**config.mk**
```make
export PLATFORM = sky130hd
export DESIGN_NAME = arbp_participant
export DESIGN_NICKNAME = d
export VERILOG_FILES = /design/src/rtl/arbp_pkg.sv /design/src/rtl/arbp_lane.sv /design/src/rtl/arbp_grant_reg.sv /design/src/rtl/arbp_participant.sv
export SDC_FILE = /design/constraint.sdc
export NUM_CORES = 1
export LEC_CHECK = 0
export BUFFER_PORTS_ARGS = -buffer_cell sky130_fd_sc_hd__buf_2
export CAP_MARGIN = 5
export CORE_AREA = 2 2 39 41
export DETAILED_ROUTE_END_ITERATION = 10
export DIE_AREA = 0 0 41 43
export PLACE_DENSITY = 0.44
export SYNTH_ARGS = -nofsm -noshare
export SYNTH_HDL_FRONTEND = slang
export SYNTH_SLANG_ARGS = --single-unit
```
**constraint.sdc**
```tcl
create_clock -name latch_clk -period 1.6 [get_ports latch_clk]
set_input_delay 0.32 -clock latch_clk [delete_from_list [all_inputs] [get_ports latch_clk]]
set_output_delay 0.32 -clock latch_clk [all_outputs]
set_load 0.01 [all_outputs]
```
**src/rtl/arbp_pkg.sv**
```systemverilog
package arbp_pkg;

    // Register state of the grant capture path.
    typedef struct packed {
        logic grant;
    } grant_state_t;

endpackage

```
**src/rtl/arbp_lane.sv**
```systemverilog
module arbp_lane #(
    parameter int LVL_W = 4
) (
    input  logic             part_i,
    input  logic [LVL_W-1:0] level_i,
    input  logic [LVL_W-1:0] bus_i,
    output logic [LVL_W-1:0] drive_low_o,
    output logic             won_o
);

    logic [LVL_W-1:0] lost;      // released this bit but bus reads low
    logic [LVL_W-1:0] dropped;   // a higher bit was already lost
    logic             lost_any;

    // Per-bit loss detection.
    always_comb begin
        lost = part_i ? (level_i & ~bus_i) : '0;
    end

    // Cumulative dropout, MSB first.
    always_comb begin
        logic acc;
        acc = 1'b0;
        for (int i = LVL_W - 1; i >= 0; i--) begin
            dropped[i] = acc;
            acc        = acc | lost[i];
        end
        lost_any = acc;
    end

    // Release term: idle, own bit is 1, or withdrawn after a higher loss.
    always_comb begin
        for (int i = 0; i < LVL_W; i++) begin
            drive_low_o[i] = ~(~part_i | level_i[i] | dropped[i]);
        end
    end

    assign won_o = part_i & ~lost_any;

endmodule

```
**src/rtl/arbp_grant_reg.sv**
```systemverilog
module arbp_grant_reg
    import arbp_pkg::*;
(
    input  logic latch_clk,
    input  logic rst_n,
    input  logic won_i,
    output logic grant_q_o
);

    grant_state_t st_d;
    grant_state_t st_q;

    always_comb begin
        st_d       = st_q;
        st_d.grant = won_i;
    end

    always_ff @(posedge latch_clk or negedge rst_n) begin
        if (!rst_n) begin
            st_q <= '0;
        end else begin
            st_q <= st_d;
        end
    end

    assign grant_q_o = st_q.grant;

endmodule

```
**src/rtl/arbp_participant.sv**
```systemverilog
module arbp_participant #(
    parameter int LVL_W = 4
) (
    input  logic             latch_clk,
    input  logic             rst_n,
    input  logic             session_i,
    input  logic             arb_window_i,
    input  logic [LVL_W-1:0] level_i,
    input  logic             preempt_req_i,
    input  logic [LVL_W-1:0] arb_bus_i,
    output logic [LVL_W-1:0] arb_drive_low_o,
    output logic             preempt_drive_low_o,
    output logic             won_o,
    output logic             grant_o
);

    logic participate;
    logic grant_q;

    assign participate = session_i & arb_window_i;

    arbp_lane #(
        .LVL_W(LVL_W)
    ) u_lane (
        .part_i      (participate),
        .level_i     (level_i),
        .bus_i       (arb_bus_i),
        .drive_low_o (arb_drive_low_o),
        .won_o       (won_o)
    );

    arbp_grant_reg u_grant (
        .latch_clk (latch_clk),
        .rst_n     (rst_n),
        .won_i     (won_o),
        .grant_q_o (grant_q)
    );

    assign grant_o             = grant_q & session_i;
    assign preempt_drive_low_o = preempt_req_i & session_i;

endmodule

```
==> results.ini <==
[outcome]
status = finished, violations left
violations = setup timing

[synth]
synthSimpleGateAreaFrac = 0.677
synth_top_family_by_area = simple AND/OR/NAND/NOR gates
yosys.area_share.adder = 0
yosysTopAreaCell = dfrtp_1
synth_area_per_cell_um2 = 7.76
synthTopCellsByArea = dfrtp_1, and2_2, nor2b_4, nor2b_1, nor2_1
synth.area.mux_share = 0
synthCells = 15
synth_nets = 28
yosys_warnings = 0
synth_compound_area_frac = 0.0753
ys_types = 11
synthXorXnorAreaFrac = 0
seq_area_frac_synth = 0.215
syn_area_um2 = 116
synth_top_area_share = 0.215
ys_ff_latch = 1

[global_routing]
grt_use_met3 = 0
grt_util_met1 = 0.0127
gr-usage-all-layers = 0.0330
first_global_vias = 144
grt_max_degree = 4
grt_pass1_wl_um = 427
antenna_found_initial = 0
grt-busiest-layer = met2
overflow = 0
gr-usage-met2 = 0.0906

[floorplan]
die_w_um = 41
start_util = 0.0841
row_count = 14
die_y_um = 43
core_um2 = 1380
fp.dieArea_um2 = 1760
boundaryPins = 20

[timing]
tightest_slew_ps = 140
timing.slew.headroom = 0.906
hold_viol_final = 0
layout_min_cycle_time_ps = 1630
setup_tns_ps = -28.7
setup_viol_count_final = 1
setup_slack_ps = -28.7
timing.final.max_slew_violations = 0
rsz0062_at_grt = true
period_share = 1.02
max_freq_mhz = 614

[routing]
dr.first_iter.drc_count = 0
drtPass1Iterations = 1
vias = 169
ant_nets = 0
vias_per_cell = 3.25
drc_errors = 0
postRouteWirelength_um = 337
routedWlPerCell_um = 6.48

[layout]
n_antenna_cell = 0
stdcell_area_um2 = 255
final_cell_mix = buf_2, nor2_1, nor2b_1, and2_2, buf_4
layout-drive-gt1-share = 0.750
fin_util = 0.184
layout.nets = 51
largest_register_ffs = 1
area_delta_synth_final_pct = 119
final_common_cell = buf_2

[placed_design]
dp_hpwl_um = 322
gp_congestion = 0.549
place_ws_ps = -45.1
port_buffers = 19
dpl_cell_area_um2 = 239

[setup_path]
worstPathRequired_ps = 1280
crit_arrival_ps = 1310
critPathCaptureType = output port
crit_type = in2out
startpoint_type = input pin
crit_fanout = 2

[pwr]
ir_drop_mv = 0.0427
power.density_nw_per_um2 = 281
fin_total_pwr_uw = 71.8
p_leak_nw = 0.150

[job]
maxCapViolCount = 0

[min_path]
hold_class = in2async

[cts]
cts.hold.buffers_added = 0
cts.reportedPaths.clkPinSlew_ps = 0

## worst max-delay path: stages
cell     delay [ps]
buf_6            90
nor2b_4         110
or4_4           510
a21oi_2         130
buf_2           140
## repair_timing
action                     4_1_cts  5_1_grt
pin swaps                        1        1
setup endpoints to repair        2        2
gates resized for setup          2        0
setup buffers                    1        0
## cell families after synthesis
family,count (synthesis)
buffers and inverters,1
AND/OR/NAND/NOR,12
AO/OA/AOI/OAI,1
flip-flops,1
## metal layers
| layer | part of all wire | wire length (um) |
|---|---|---|
| met4 | 0 | 0 |
| met5 | 0 | 0 |
| met3 | 0.11 | 38 |
| met2 | 0.61 | 207 |
| met1 | 0.27 | 91 |
## layout make-up
class	instances	area (um^2)
multi-input combinational	13	90.1
inverter	1	3.75
tap	16	20.0
fill	159	1130
sequential	1	25.0
timing repair buffer	21	116
## synth_stat cells, drive strengths merged
| master | number |
|---|---|
| inv | 1 |
| and2 | 2 |
| nor2 | 3 |
| nor2b | 3 |
| or4 | 1 |
| a21oi | 1 |
| nand2 | 1 |
| or2 | 1 |
| dfrtp | 1 |
| nor3 | 1 |
## metrics by stage
step	hold WS, ps	std cells
global placement	96.5	51
detailed placement	95.8	51
global route	98.3	52
CTS	96.1	52
finish	94.8	52
floorplan	24.4	15
## how the worst max path moves through the flow
stage | startpoint | to | slack, ps | cells past startpoint
detailed placement | level_i[3] | won_o | -50 | 5
floorplan | level_i[3] | arb_drive_low_o[0] | 170 | 3
finish | level_i[3] | won_o | -30 | 5
global route | level_i[3] | won_o | -50 | 5
global placement | level_i[3] | won_o | -40 | 5
CTS | level_i[3] | won_o | -30 | 5
## where the power goes
part	switching (mW)	total [mW]	internal, mW
Combinational	0.0182	0.0449	0.0267
Sequential	0.000142	0.0268	0.0267
Clock	0	0	0
Total	0.0184	0.0718	0.0534
Power figures use the tool's default switching activity.
